[src/rtl/rx_pkg.sv]
package rx_pkg;
  typedef enum logic [2:0] {
    RX_IDLE  = 3'd0,
    RX_START = 3'd1,
    RX_DATA  = 3'd2,
    RX_PAR   = 3'd3,
    RX_STOP  = 3'd4
  } rx_state_t;
endpackage

[src/rtl/rx_os_filter.sv]
// Input synchronizers, sampling phase counter and majority vote.
module rx_os_filter #(
  parameter int OS_N   = 5,
  parameter int SYNC_N = 2
) (
  input  logic clk,
  input  logic rst,
  input  logic sync_mode,
  input  logic tick_en,
  input  logic sclk_in,
  input  logic rxd_in,
  input  logic reload,
  output logic line_s,
  output logic bit_valid,
  output logic bit_val
);
  localparam int CW = (OS_N > 1) ? $clog2(OS_N) : 1;

  logic [SYNC_N-1:0] rxd_sr;
  logic [SYNC_N-1:0] sclk_sr;
  logic              sclk_prev;
  logic [CW-1:0]     phase;
  logic [OS_N-1:0]   samples;
  logic [OS_N-1:0]   samples_nx;
  logic              sclk_s;

  assign line_s     = rxd_sr[SYNC_N-1];
  assign sclk_s     = sclk_sr[SYNC_N-1];
  assign samples_nx = {samples[OS_N-2:0], line_s};

  function automatic logic vote(input logic [OS_N-1:0] s);
    int ones;
    ones = 0;
    for (int i = 0; i < OS_N; i++) ones += int'(s[i]);
    return ones > (OS_N / 2);
  endfunction

  always_ff @(posedge clk) begin
    if (rst) begin
      rxd_sr    <= '1;
      sclk_sr   <= '0;
      sclk_prev <= 1'b0;
    end else begin
      rxd_sr    <= {rxd_sr[SYNC_N-2:0], rxd_in};
      sclk_sr   <= {sclk_sr[SYNC_N-2:0], sclk_in};
      sclk_prev <= sclk_s;
    end
  end

  always_ff @(posedge clk) begin
    if (rst) begin
      phase     <= '0;
      samples   <= '0;
      bit_valid <= 1'b0;
      bit_val   <= 1'b1;
    end else begin
      bit_valid <= 1'b0;
      if (sync_mode) begin
        phase   <= '0;
        samples <= '0;
        if (sclk_s && !sclk_prev) begin
          bit_valid <= 1'b1;
          bit_val   <= line_s;
        end
      end else if (reload) begin
        phase   <= '0;
        samples <= '0;
      end else if (tick_en) begin
        samples <= samples_nx;
        if (phase == CW'(OS_N - 1)) begin
          phase     <= '0;
          bit_valid <= 1'b1;
          bit_val   <= vote(samples_nx);
        end else begin
          phase <= phase + 1'b1;
        end
      end
    end
  end
endmodule

[src/rtl/rx_frame_fsm.sv]
// Frame sequencing: start detection, data assembly, parity, stop.
module rx_frame_fsm
  import rx_pkg::*;
#(
  parameter int MAX_BITS = 8,
  parameter int LEN_W    = 2
) (
  input  logic                clk,
  input  logic                rst,
  input  logic                sync_mode,
  input  logic                line_s,
  input  logic                bit_valid,
  input  logic                bit_val,
  input  logic [LEN_W-1:0]    cfg_len,
  input  logic                par_en,
  input  logic                par_odd,
  output logic                reload,
  output logic                done,
  output logic [MAX_BITS-1:0] word,
  output logic                perr,
  output logic                ferr
);
  localparam int MIN_BITS = MAX_BITS - (1 << LEN_W) + 1;
  localparam int CNT_W    = $clog2(MAX_BITS);

  rx_state_t          state;
  logic               line_prev;
  logic               fall;
  logic [CNT_W-1:0]   bitcnt;
  logic [CNT_W-1:0]   last_q;
  logic               pen_q;
  logic               podd_q;
  logic               acc;
  logic [MAX_BITS-1:0] shreg;

  assign fall   = line_prev && !line_s;
  assign reload = (state == RX_IDLE) && !sync_mode && fall;

  always_ff @(posedge clk) begin
    if (rst) begin
      state     <= RX_IDLE;
      line_prev <= 1'b1;
      bitcnt    <= '0;
      last_q    <= '0;
      pen_q     <= 1'b0;
      podd_q    <= 1'b0;
      acc       <= 1'b0;
      shreg     <= '0;
      done      <= 1'b0;
      word      <= '0;
      perr      <= 1'b0;
      ferr      <= 1'b0;
    end else begin
      line_prev <= line_s;
      done      <= 1'b0;
      unique case (state)
        RX_IDLE: begin
          if ((!sync_mode && fall) || (sync_mode && bit_valid && !bit_val)) begin
            state  <= sync_mode ? RX_DATA : RX_START;
            last_q <= CNT_W'(MIN_BITS - 1) + CNT_W'(cfg_len);
            pen_q  <= par_en;
            podd_q <= par_odd;
            bitcnt <= '0;
            acc    <= 1'b0;
            shreg  <= '0;
            perr   <= 1'b0;
          end
        end
        RX_START: begin
          if (bit_valid) state <= bit_val ? RX_IDLE : RX_DATA;
        end
        RX_DATA: begin
          if (bit_valid) begin
            shreg[bitcnt] <= bit_val;
            acc           <= acc ^ bit_val;
            if (bitcnt == last_q) begin
              bitcnt <= '0;
              state  <= pen_q ? RX_PAR : RX_STOP;
            end else begin
              bitcnt <= bitcnt + 1'b1;
            end
          end
        end
        RX_PAR: begin
          if (bit_valid) begin
            perr  <= (acc ^ bit_val) != podd_q;
            state <= RX_STOP;
          end
        end
        RX_STOP: begin
          if (bit_valid) begin
            done  <= 1'b1;
            word  <= shreg;
            ferr  <= !bit_val;
            state <= RX_IDLE;
          end
        end
        default: state <= RX_IDLE;
      endcase
    end
  end
endmodule

[src/rtl/rx_result.sv]
// Receive data register, status flags and interrupt request.
module rx_result #(
  parameter int MAX_BITS = 8
) (
  input  logic                clk,
  input  logic                rst,
  input  logic                done,
  input  logic [MAX_BITS-1:0] word,
  input  logic                perr,
  input  logic                ferr,
  input  logic                rd_ack,
  input  logic                irq_en,
  output logic [MAX_BITS-1:0] rx_data,
  output logic                rx_full,
  output logic                err_parity,
  output logic                err_frame,
  output logic                err_overrun,
  output logic                rx_irq
);
  logic full_nx;
  logic ovr_nx;

  always_comb begin
    full_nx = rx_full;
    ovr_nx  = err_overrun;
    if (done) begin
      full_nx = 1'b1;
      if (rx_full && !rd_ack) ovr_nx = 1'b1;
      else if (rd_ack)        ovr_nx = 1'b0;
    end else if (rd_ack) begin
      full_nx = 1'b0;
      ovr_nx  = 1'b0;
    end
  end

  always_ff @(posedge clk) begin
    if (rst) begin
      rx_data     <= '0;
      rx_full     <= 1'b0;
      err_parity  <= 1'b0;
      err_frame   <= 1'b0;
      err_overrun <= 1'b0;
      rx_irq      <= 1'b0;
    end else begin
      rx_full     <= full_nx;
      err_overrun <= ovr_nx;
      rx_irq      <= irq_en && full_nx;
      if (done) begin
        rx_data    <= word;
        err_parity <= perr;
        err_frame  <= ferr;
      end
    end
  end
endmodule

[src/rtl/serial_rx_os.sv]
module serial_rx_os #(
  parameter int DATA_MAX = 8,
  parameter int LEN_W    = 2,
  parameter int OS_N     = 5,
  parameter int SYNC_N   = 2
) (
  input  logic                clk,
  input  logic                rst,
  input  logic                sync_mode,
  input  logic                sclk_in,
  input  logic                tick_en,
  input  logic                rxd,
  input  logic [LEN_W-1:0]    cfg_len,
  input  logic                par_en,
  input  logic                par_odd,
  input  logic                irq_en,
  input  logic                rd_ack,
  output logic [DATA_MAX-1:0] rx_data,
  output logic                rx_full,
  output logic                err_parity,
  output logic                err_frame,
  output logic                err_overrun,
  output logic                rx_irq
);
  logic                line_s;
  logic                bit_valid;
  logic                bit_val;
  logic                reload;
  logic                frame_done;
  logic [DATA_MAX-1:0] frame_word;
  logic                frame_perr;
  logic                frame_ferr;

  rx_os_filter #(.OS_N(OS_N), .SYNC_N(SYNC_N)) u_filt (
    .clk(clk), .rst(rst), .sync_mode(sync_mode), .tick_en(tick_en),
    .sclk_in(sclk_in), .rxd_in(rxd), .reload(reload),
    .line_s(line_s), .bit_valid(bit_valid), .bit_val(bit_val)
  );

  rx_frame_fsm #(.MAX_BITS(DATA_MAX), .LEN_W(LEN_W)) u_fsm (
    .clk(clk), .rst(rst), .sync_mode(sync_mode), .line_s(line_s),
    .bit_valid(bit_valid), .bit_val(bit_val), .cfg_len(cfg_len),
    .par_en(par_en), .par_odd(par_odd), .reload(reload),
    .done(frame_done), .word(frame_word), .perr(frame_perr), .ferr(frame_ferr)
  );

  rx_result #(.MAX_BITS(DATA_MAX)) u_res (
    .clk(clk), .rst(rst), .done(frame_done), .word(frame_word),
    .perr(frame_perr), .ferr(frame_ferr), .rd_ack(rd_ack), .irq_en(irq_en),
    .rx_data(rx_data), .rx_full(rx_full), .err_parity(err_parity),
    .err_frame(err_frame), .err_overrun(err_overrun), .rx_irq(rx_irq)
  );
endmodule

[config.mk]
export PLATFORM = sky130hd
export DESIGN_NAME = serial_rx_os
export DESIGN_NICKNAME = d
export VERILOG_FILES = /design/src/rtl/rx_pkg.sv /design/src/rtl/rx_os_filter.sv /design/src/rtl/rx_frame_fsm.sv /design/src/rtl/rx_result.sv /design/src/rtl/serial_rx_os.sv
export SDC_FILE = /design/constraint.sdc
export NUM_CORES = 1
export LEC_CHECK = 0
export BUFFER_PORTS_ARGS = -buffer_cell sky130_fd_sc_hd__buf_2
export CORE_MARGIN = 5
export CORE_UTILIZATION = 30
export DETAILED_ROUTE_END_ITERATION = 8
export SLEW_MARGIN = 40
export SYNTH_ARGS = -nofsm -noshare
export SYNTH_HDL_FRONTEND = slang
export SYNTH_SLANG_ARGS = --single-unit
[constraint.sdc]
create_clock -name clk -period 6.15 [get_ports clk]
set_input_delay 0.3075 -clock clk [delete_from_list [all_inputs] [get_ports clk]]
set_output_delay 0.3075 -clock clk [all_outputs]
set_load 0.01 [all_outputs]
==> results of run 1 <==
-- registers in the layout, summed over array words and instances, names as in the netlist, 2 cells and up --
register / cells
u_fsm.shreg: 8
u_fsm.word: 8
u_res.rx_data: 8
u_filt.samples: 4
u_filt.phase: 3
u_fsm.bitcnt: 3
u_fsm.last_q: 3
u_fsm.state: 3
u_filt.rxd_sr: 2
u_filt.sclk_sr: 2
-- worst min path at each step --
stage,start,to,slack [ps]
after global placement,u_filt.rxd_sr[0],u_filt.rxd_sr[1],390
after global routing,rd_ack,u_res.err_overrun,130
after CTS,rd_ack,u_res.err_overrun,120
final,rd_ack,u_res.err_overrun,140
after detailed placement,u_filt.rxd_sr[0],u_filt.rxd_sr[1],400
after floorplan,rd_ack,u_res.err_overrun,380
-- cells in the final DEF (no fill, tap or decap), types with 5 or more instances in the layout --
cell type  synthesis  final
nor2_1            29     29
nand3_1           13     13
a21oi_1           23     23
clkbuf_8           0      9
buf_2              3     23
o211ai_1           5      5
dfxtp_1           59     59
nand2_1           23     23
ha_1               5      5
inv_1             16     16
mux2i_1           20     20
-- area by class of cell --
class                      instances  area, µm²  area share, %
inverter                          16       60.1           2.03
sequential                        59       1180           39.8
clock inverter                     7       76.3           2.57
tap                              108        135           4.56
multi-input combinational        190       1260           42.7
timing repair buffer              24        123           4.14
clock buffer                       9        124           4.18
-- per-stage QoR --
step | cell area (µm²) | power (W) | worst slack [ps] | hold WS, ps
2_1_floorplan | 2600 | 0.000524 | 4110 | 384
3_3_place_gp | 2760 | 0.000540 | 4010 | 393
3_5_place_dp | 2760 | 0.000543 | 3990 | 396
4_1_cts | 2960 | 0.000903 | 3940 | 119
5_1_grt | 2960 | 0.000940 | 3720 | 128
6_report | 2960 | 0.000890 | 3950 | 136
-- cells by family (layout without fill, tap and decap cells) --
family / count (synthesis) / count (layout)
compound gates: 53 / 53
xor+xnor: 7 / 7
fa+ha+maj: 7 / 7
buf+inv: 34 / 56
flops: 59 / 59
mux: 20 / 20
simple gates: 103 / 103
-- metal layers --
metal  up-vias  share of wire [%]  wire, µm  track usage (%)
li1       1020                  -         -                -
met1       889                 50      2440             12.7
met2        33                 44      2170             15.3
met3         8                4.9       243             3.38
met4         0                1.2        59             4.08
met5         -                  0         0                0
-- power groups by stage --
stage | registers (W) | clock network [W] | logic, W
final | 0.000419 | 0.000356 | 0.000115
after global routing | 0.000423 | 0.000386 | 0.000131
after CTS | 0.000419 | 0.000368 | 0.000116
after detailed placement | 0.000428 | 0 | 0.000115
after global placement | 0.000427 | 0 | 0.000113
after floorplan | 0.000411 | 0 | 0.000113
==> summary.md, run 1 <==
| Metric | Value |
|---|---|
| Slew HR | 50.0% |
| Crit path kind | flop to flop |
| Cell mode on critical path | fa_1 |
| Die Y | 103 µm |
| Critical path startpoint | u_filt.rxd_sr[1] |
| Synthesis-stage register bit count | 59 |
| CP endpoint | u_filt.bit_val |
| Synth Instances | 283 |
| Ys flop type | dfxtp_1 |
| Vias in the first global route | 1789 |
| Placed Instances | 397 |
| TritonCTS Sinks | 59 |
| Yosys cell types | 48 |
| Total routed wirelength | roughly 5 mm |
| Crit path capture type | flop |
| Worst Path Arrival | 2460 ps |
| H-tree level count | 3 |
| Drt wl/cell | roughly 12 µm |
| Final hold vios | 0 |
| Initial antenna violation count | 0 |
| NetSw | 0.000254 W |
| RSZ-0062 raised after global routing | false |
| R2r endpoint | u_filt.bit_val |
| Combinational share of power | 12.9% |
| Post-CTS Repair Setup Buffers | 0 |
| Tightest Pin Transition | around 750 ps |
| Finished Layout Cells | 413 |
| Most common cell in the netlist | dfxtp_1 |
| Ys Warns | 0 |
| CP required | 6410 ps |
| Synthesis-to-layout area growth | 14.2% |
| Antenna viol nets, final | 0 |
| Worst path buffer plus inverter count | 1 |
| Fraction of layout cells with a size suffix above 1 | between 10% and 20% |
| Multiplexer share of the synthesized area | 7.71% |
| Worst Hold Depth | 2 |
| Worst Clk Skew | ~8.8 ps |
| Final core utilization | 34.5% |
| Final setup violation count | 0 |
| Crit-path cells | inv_1 -> fa_1 -> fa_1 -> ha_1 -> a311oi_1 -> a221oi_1 -> o21ai_0 |
| Die area | 10600 µm² |
| Slew Limit Fails | 0 |
| Largest net degree at the start of global routing | 50 |
| Post-cts sizing count | 0 |
| Largest stage delay on the critical path | 510 ps |
| Seq pwr share | 47.1% |
| Hold-fix buffers, CTS | 0 |
| Nets | 319 |
| Initial DRC Count | roughly 100 |
| Worst reg2reg setup slack | 3950 ps |
| Num CTS Buffers | 9 |
| Max FO, Critical Path | 4 |
| Area leader, netlist | dfxtp_1 |
| Io pins | 25 |
| DP HPWL | 3.29 mm |
| Vias per Instance | 4.72 |
| Cell internal pwr | about 0.00064 W |
| Synthesized-area fraction occupied by and/or/nand/nor cells | 20.9% |
| Clock Tree Buf Depth | 2 |
| Crit path max-delay family | adder cells |
| FF-to-FF path depth | 7 |
| CTS tree | built |
| Mapped Nets | 302 |
| Area of the mapped netlist | about 2600 µm² |
| Leakage power | about 1.1 nW |
| Outcome | finished, final reports clean |
| I/O Buffers | 24 |
| Drt drc | 0 |
| Hold WC Path Type | input pin to flop |
| Antenna cells | 0 |
| Total GRT Usage | about a tenth |
| Die width | 103 µm |
| Top post-synthesis cells by area | dfxtp_1, mux2i_1, a21oi_1 |
| Initial cell density of the core | between 30% and 40% |
| Worst-path clk slew | 70 ps |
| CP Depth | 7 |
| Fill cells | ~900 |
| RePlAce Congestion | 0.781 |
| Startpoint types | flop |
| Via count | roughly 2.0k |
| # rows | 34 |
| Pwr/cell area | between 300 and 400 nW/µm² |
| Period minus WS final | 2200 ps |
| Max_cap viols | 0 |
| Adder-Cell Fraction of Synth Area | under 10% |
| Clock root cell | clkbuf_8 |
| GRT Residual Overflow | 0 |
| Xor/xnor cell area share of the yosys netlist | 2.36% |
| Crit path max-delay cell type | fa_1 |
| Post-synth EDFFs | 0 |
| Sw Ratio | between 20% and 30% |
| First-pass GRT wire length | 8.29 mm |
| Max VDD drop | between 100 and 150 µV |
| Seq/Total Area, Yosys | 45.5% |
| Clk_lat worst skew | 340 ps |
| Compound-Gate Fraction of Synth Area | around 14% |
| Avg Synthesized Cell Area | 9.17 µm² |
| Max Freq | 455 MHz |
| Tcrit/Tclk final | 35.7% |
| Clk pwr share | between 40% and 50% |
| Core Area | 8590 µm² |
| Top cell type's share of synthesized area | 45.5% |
| Setup TNS Final | 0 ps |
| Worst r2r src | u_filt.rxd_sr[1] |
| Main combinational cell family by area after synthesis | simple AND/OR/NAND/NOR gates |
| DR pass1 iterations | 4 |
| Async set-or-reset flop fraction in the synthesized netlist | 0% |
| Post-synth top cells | dfxtp_1, nor2_1, a21oi_1, nand2_1, mux2i_1 |
Note: power is estimated with default switching activity, not from simulation.
==> run 2: changes to the inputs <==
clock period = 2.25 ns   (was 6.15 ns; I/O delays follow)
==> run 2 against run 1 <==
Hold slack worse by 120 ps. Maximum frequency up 3.4%. Utilization up 0.92 points. Worst setup slack worse by 3800 ps. Sequential share of layout area down 0.99 points. Combinational power rose to 3.3 times the previous value. Global-route usage up 0.59 points. Wire length up 2.3%. Clock skew up 0.99 ps. Final area up 2.7%. Clock-buffer cell count up 1. Critical path type unchanged.
==> summary.md, run 2 (synthesis results as in run 1) <==
| Metric | Value |
|---|---|
| Outcome | finished, final reports clean |
| Largest regs | u_fsm.shreg x8, u_fsm.word x8, u_res.rx_data x8 |
| Worst Clk Skew | 9.81 ps (+0.987 ps) |
| Worst setup margin | 127 ps (-3830 ps) |
| Cell internal pwr | 0.00179 W (+180%) |
| Sw Ratio | 27.4% (-1.1 points) |
| Num CTS Buffers | 9 (unchanged) |
| Pwr/cell area | 809 nW/µm² (+170%) |
| Final instance area | 3040 µm² (+2.7%) |
| Antenna viol nets, final | 0 (unchanged) |
| Via count | 1998 (+2.5%) |
| Worst Path Arrival | 2340 ps (-120 ps) |
| Period minus WS final | 2120 ps (-72.5 ps) |
| Slew Limit Fails | 0 (unchanged) |
| Synthesis-to-layout area growth | 17.2% |
| Finished Layout Cells | 421 (+1.9%) |
| Vias per Instance | 4.75 (+0.51%) |
| GRT Residual Overflow | 0 (unchanged) |
| Commonest cells after routing, fill and taps aside | dfxtp_1, nor2_1, buf_2 |
| Fill cells | 904 (+1.1%) |
| Seq pwr share | 45.6% (-1.5 points) |
| Hold WC Path Type | input pin to flop |
| Clk pwr share | 39.2% (-0.8 points) |
| # rows | 34 (unchanged) |
| Clock Tree Buf Depth | 2 (unchanged) |
| Drt drc | 0 (unchanged) |
| CP required | 2460 ps (-3950 ps) |
| Crit path kind | flop to flop |
| Max FO, Critical Path | 4 (unchanged) |
| CTS tree | built |
| Fraction of layout cells with a size suffix above 1 | 17.6% (+1.8 points) |
| Leakage power | 1.17 nW (+3.3%) |
| TritonCTS Sinks | 59 (unchanged) |
| Combinational share of power | 15.2% (+2.3 points) |
| DR pass1 iterations | 4 (unchanged) |
| Tightest Pin Transition | 736 ps (-13.6 ps) |
| Tcrit/Tclk final | 94.4% (+59 points) |
| Initial DRC Count | 100 (-2.9%) |
| Placed Area | 2790 µm² (+1.0%) |
| Max VDD drop | 390 µV (+250%) |
| Crit path capture type | flop |
| Initial cell density of the core | 30.2% (unchanged) |
| Slew HR | 50.9% (+0.91 points) |
| First-pass GRT wire length | 8.80 mm (+6.2%) |
| NetSw | 0.000675 W (+170%) |
| Total GRT Usage | 10.5% (+0.59 points) |
| Clk_lat worst skew | 330 ps (about the same) |
| Die area | 10600 µm² (unchanged) |
| Total routed wirelength | 5.02 mm (+2.3%) |
| Placed Instances | 401 (+1.0%) |
| Worst-path clk slew | 70 ps (about the same) |
| Startpoint types | flop |
| DP HPWL | 3.38 mm (+2.9%) |
| Largest net degree at the start of global routing | 30 (-40%) |
| Drt wl/cell | 11.9 µm (+0.34%) |
| Hold slack | 13.2 ps (-123 ps) |
| Setup TNS Final | 0 ps (unchanged) |
| Final setup violation count | 0 (unchanged) |
| Pre-CTS setup slack | 54.8 ps (-3930 ps) |
| Max Freq | 471 MHz (+3.4%) |
| RSZ-0062 raised after global routing | false |
| Antenna cells | 0 (unchanged) |
| Final hold vios | 0 (unchanged) |
| Commonest non-fill, non-tap cell in the layout | dfxtp_1 |
| Area of the multi-input gates | 1270 µm² (+0.69%) |
| Register area | 1180 µm² (+0.11%) |
| Io pins | 25 (unchanged) |
| Vias in the first global route | 1984 (+11%) |
| RePlAce Congestion | 0.784 (+0.35%) |
| Initial antenna violation count | 0 (unchanged) |
| I/O Buffers | 24 (unchanged) |
| Die width | 103 µm (unchanged) |
| Nets | 327 (+2.5%) |
| Clock root cell | clkbuf_8 |
| H-tree level count | 3 (unchanged) |
| Core Area | 8590 µm² (unchanged) |
| Die Y | 103 µm (unchanged) |
| Max_cap viols | 0 (unchanged) |
-- run 2: final timing paths --
kind | startpoint | to | slack [ps] | cells after the start
hold / removal | par_en | u_fsm.pen_q | 10 | 3
setup / recovery | u_filt.rxd_sr[1] | u_filt.bit_val | 130 | 7
hold reg to reg | u_filt.rxd_sr[0] | u_filt.rxd_sr[1] | 420 | 1
setup reg to reg | u_filt.rxd_sr[1] | u_filt.bit_val | 130 | 7
-- run 2: timing repair --
item | 4_1_cts | 5_1_grt
setup endpoints to repair | 0 | 1
buffers inserted | 0 | 0
resized for setup | 0 | 3
hold buffers | 4 | 0
endpoints found under the hold margin | 4 | 0
-- run 2: layer usage --
metal	vias to the layer above	routed length (µm)	global-route usage, %	part of all wire (%)
met1	920	2440	12.6	49
met2	30	2270	16.9	45
li1	1040	-	-	-
met4	0	72	4.78	1.4
met5	-	0	0	0
met3	8	246	3.79	4.9
-- run 2: area by class of cell --
type,instances,share of cell area [%]
clock buffer,10,4.52
tap,108,4.44
multi-input combinational,190,41.9
sequential,59,38.9
inverter,16,1.97
clock inverter,6,2.10
timing repair buffer,32,6.25
-- run 2: power by group through the flow --
| stage | Combinational, W | Sequential, W | Clock, W |
|---|---|---|---|
| 3_5_place_dp | 0.000368 | 0.00115 | 0 |
| 3_3_place_gp | 0.000359 | 0.00115 | 0 |
| 4_1_cts | 0.000375 | 0.00112 | 0.00101 |
| 2_1_floorplan | 0.000308 | 0.00112 | 0 |
| 5_1_grt | 0.000425 | 0.00113 | 0.00105 |
| 6_report | 0.000375 | 0.00112 | 0.000964 |
-- run 2: per-stage QoR --
stage | util, % | total power (W)
final | 35.4 | 0.00246
after global routing | 35.4 | 0.00261
after CTS | 35.3 | 0.00251
after detailed placement | 32.5 | 0.00151
after global placement | 32.5 | 0.00150
after floorplan | - | 0.00143
-- run 2: worst max-delay path, stage by stage (launching register included) --
cell,delay [ps]
dfxtp_2,360
inv_1,100
fa_1,500
fa_2,350
ha_1,300
a311oi_2,90
a221oi_1,200
o21ai_0,110
==> run 3: changes to the inputs <==
clock period = 2.4 ns   (was 2.25 ns; I/O delays follow)
==> run 3 against run 2 <==
Total power shrank 2.5%. Hold slack gained 4.1 ps. Final area grew 0.16%. Sequential share of layout area shrank 0.10 points. Clock skew is essentially flat. Clock-buffer cell count shrank 1. Non-clock buffer count shrank 1. Clock power grew 5%. Maximum frequency shrank 2.6%. Die area is the same. Combinational power shrank 17%. Critical path type unchanged. Largest cell class unchanged.
==> summary.md, run 3 (synthesis results as in run 1) <==
| Metric | Value |
|---|---|
| Cell mode on critical path | fa_1 |
| Die width | 103 µm (unchanged) |
| Final instance area | 3050 µm² (+0.16%) |
| CP required | 2620 ps (+160 ps) |
| Crit path kind | flop to flop |
| Worst Path Arrival | 2400 ps (+60 ps) |
| Sw Ratio | 27.0% (-0.36 points) |
| Vias in the first global route | 1780 (-10%) |
| GRT Residual Overflow | 0 (unchanged) |
| Worst setup margin | 220 ps (+93.6 ps) |
| Initial antenna violation count | 0 (unchanged) |
| Total GRT Usage | 10.0% (-0.50 points) |
| TritonCTS Sinks | 59 (unchanged) |
| Total routed wirelength | 5.00 mm (-0.40%) |
| Combinational share of power | 13.1% (-2.1 points) |
| Fill cells | 898 (-0.66%) |
| Antenna viol nets, final | 0 (unchanged) |
| DR pass1 iterations | 6 (+2) |
| Outcome | finished, final reports clean |
| Crit path capture type | flop |
| Crit path max-delay cell type | fa_1 |
| Largest regs | u_fsm.shreg x8, u_fsm.word x8, u_res.rx_data x8 |
| Drt drc | 0 (unchanged) |
| Max VDD drop | 433 µV (+11%) |
| Commonest cells after routing, fill and taps aside | dfxtp_1, nor2_1, buf_2 |
| Final setup violation count | 0 (unchanged) |
| Leakage power | 1.18 nW (+0.86%) |
| Placed Instances | 400 (-0.25%) |
| Antenna cells | 0 (unchanged) |
| Nets | 326 (-0.31%) |
| H-tree level count | 3 (unchanged) |
| DP HPWL | 3.30 mm (-2.5%) |
| Global route hottest layer | met2 |
| Largest stage delay on the critical path | 500 ps (about the same) |
| Via count | 1994 (-0.20%) |
| Max_cap viols | 0 (unchanged) |
| NetSw | 0.000649 W (-3.8%) |
| Commonest non-fill, non-tap cell in the layout | dfxtp_1 |
| Finished Layout Cells | 420 (-0.24%) |
| GR Util met2 | 15.6% (-1.3 points) |
| Hold WC Path Type | input pin to flop |
| Core Area | 8590 µm² (unchanged) |
| Area of the multi-input gates | 1260 µm² (-0.69%) |
| Register area | 1180 µm² (-0.11%) |
| Pwr Total | 0.00240 W (-2.5%) |
| Clk_lat worst skew | 340 ps (about the same) |
| Tcrit/Tclk final | 90.8% (-3.5 points) |
| Worst Clk Skew | 9.67 ps (-0.140 ps) |
| Fraction of layout cells with a size suffix above 1 | 16.3% (-1.2 points) |
| Clock root cell | clkbuf_8 |
| RePlAce Congestion | 0.766 (-2.3%) |
| Slew HR | 48.4% (-2.6 points) |
| Post-CTS Repair Setup Buffers | 0 (unchanged) |
| Die area | 10600 µm² (unchanged) |
| Cell internal pwr | 0.00175 W (-2.0%) |
| I/O Buffers | 24 (unchanged) |
| Period minus WS final | 2180 ps (+56.4 ps) |
| Io pins | 25 (unchanged) |
| Pre-CTS setup slack | 217 ps (+163 ps) |
| Crit-path cells | inv_1 -> fa_1 -> fa_1 -> ha_1 -> a311oi_1 -> a221oi_1 -> o21ai_0 |
| Num CTS Buffers | 9 (unchanged) |
| CTS tree | built |
| GR Layer Usage met3 | 4.26% (+0.47 points) |
| First-pass GRT wire length | 8.28 mm (-5.9%) |
| Clock Tree Buf Depth | 2 (unchanged) |
| Max FO, Critical Path | 4 (unchanged) |
| # rows | 34 (unchanged) |
| Vias per Instance | 4.75 (about the same) |
| Max Freq | 459 MHz (-2.6%) |
| Clk pwr share | 42.1% (+2.9 points) |
| Initial cell density of the core | 30.2% (unchanged) |
| Drt wl/cell | 11.9 µm (-0.16%) |
| Final hold vios | 0 (unchanged) |
| Placed Area | 2780 µm² (-0.27%) |
| Met1 GRT Util | 12.3% (-0.27 points) |
| Seq pwr share | 44.8% (-0.8 points) |
| Largest net degree at the start of global routing | 27 (-10%) |
| Startpoint types | flop |
| Pwr/cell area | 788 nW/µm² (-2.7%) |
| Setup TNS Final | 0 ps (unchanged) |
| RSZ-0062 raised after global routing | false |
| Die Y | 103 µm (unchanged) |
| Initial DRC Count | 90 (-10%) |
| Slew Limit Fails | 0 (unchanged) |
| Worst-path clk slew | 70 ps (about the same) |
| Tightest Pin Transition | 775 ps (+38.9 ps) |
| Synthesis-to-layout area growth | 17.4% |
-- run 3: cell types whose count changed in the layout (fill, tap and decap cells not counted), sizes merged --
cell and delta:
clkinv +1, inv +1, bufinv +1, clkbuf -1
clkinvlp -2, buf -1
-- run 3: layout make-up --
class | count | share of cell area, %
Sequential cell | 59 | 38.8
Clock buffer | 9 | 4.06
Timing Repair Buffer | 31 | 5.99
Multi-Input combinational cell | 190 | 41.5
Clock inverter | 7 | 3.28
Inverter | 16 | 1.97
Tap cell | 108 | 4.43
-- run 3: metrics by stage --
step	hold WS, ps	utilization (%)
final	17.2	35.5
after global routing	15.3	35.5
after CTS	4.68	35.5
after detailed placement	304	32.4
after global placement	299	32.4
after floorplan	197	-
-- run 3: worst max-delay path: cells and delay by family, from the launching register on --
kind,cells,cell delay [ps]
fa+ha+maj,3,1190
flops,1,380
compound gates,3,380
buf+inv,1,110
-- run 3: per-layer routing --
metal / wire length [µm] / up-vias
met5: 0 / -
met4: 73 / 0
met3: 279 / 9
met2: 2220 / 35
met1: 2430 / 908
li1: - / 1042
-- run 3: repair_timing --
action,CTS,global route
gates resized for setup,0,0
hold buffers,4,0
setup endpoints to repair,0,0
hold endpoints to repair,4,0
-- run 3: final timing paths --
check              startpoint                to  slack (ps)  cells past startpoint
min reg2reg  u_filt.rxd_sr[0]  u_filt.rxd_sr[1]         410                      1
max reg2reg  u_filt.rxd_sr[1]    u_filt.bit_val         220                      7
max          u_filt.rxd_sr[1]    u_filt.bit_val         220                      7
min                   par_odd      u_fsm.podd_q          20                      3
-- run 3: power groups by stage --
stage | Clock (W) | Sequential (W) | Combinational, W
6_report | 0.00101 | 0.00108 | 0.000313
4_1_cts | 0.00105 | 0.00107 | 0.000316
3_3_place_gp | 0 | 0.00109 | 0.000305
3_5_place_dp | 0 | 0.00110 | 0.000309
5_1_grt | 0.00108 | 0.00109 | 0.000353
2_1_floorplan | 0 | 0.00105 | 0.000289
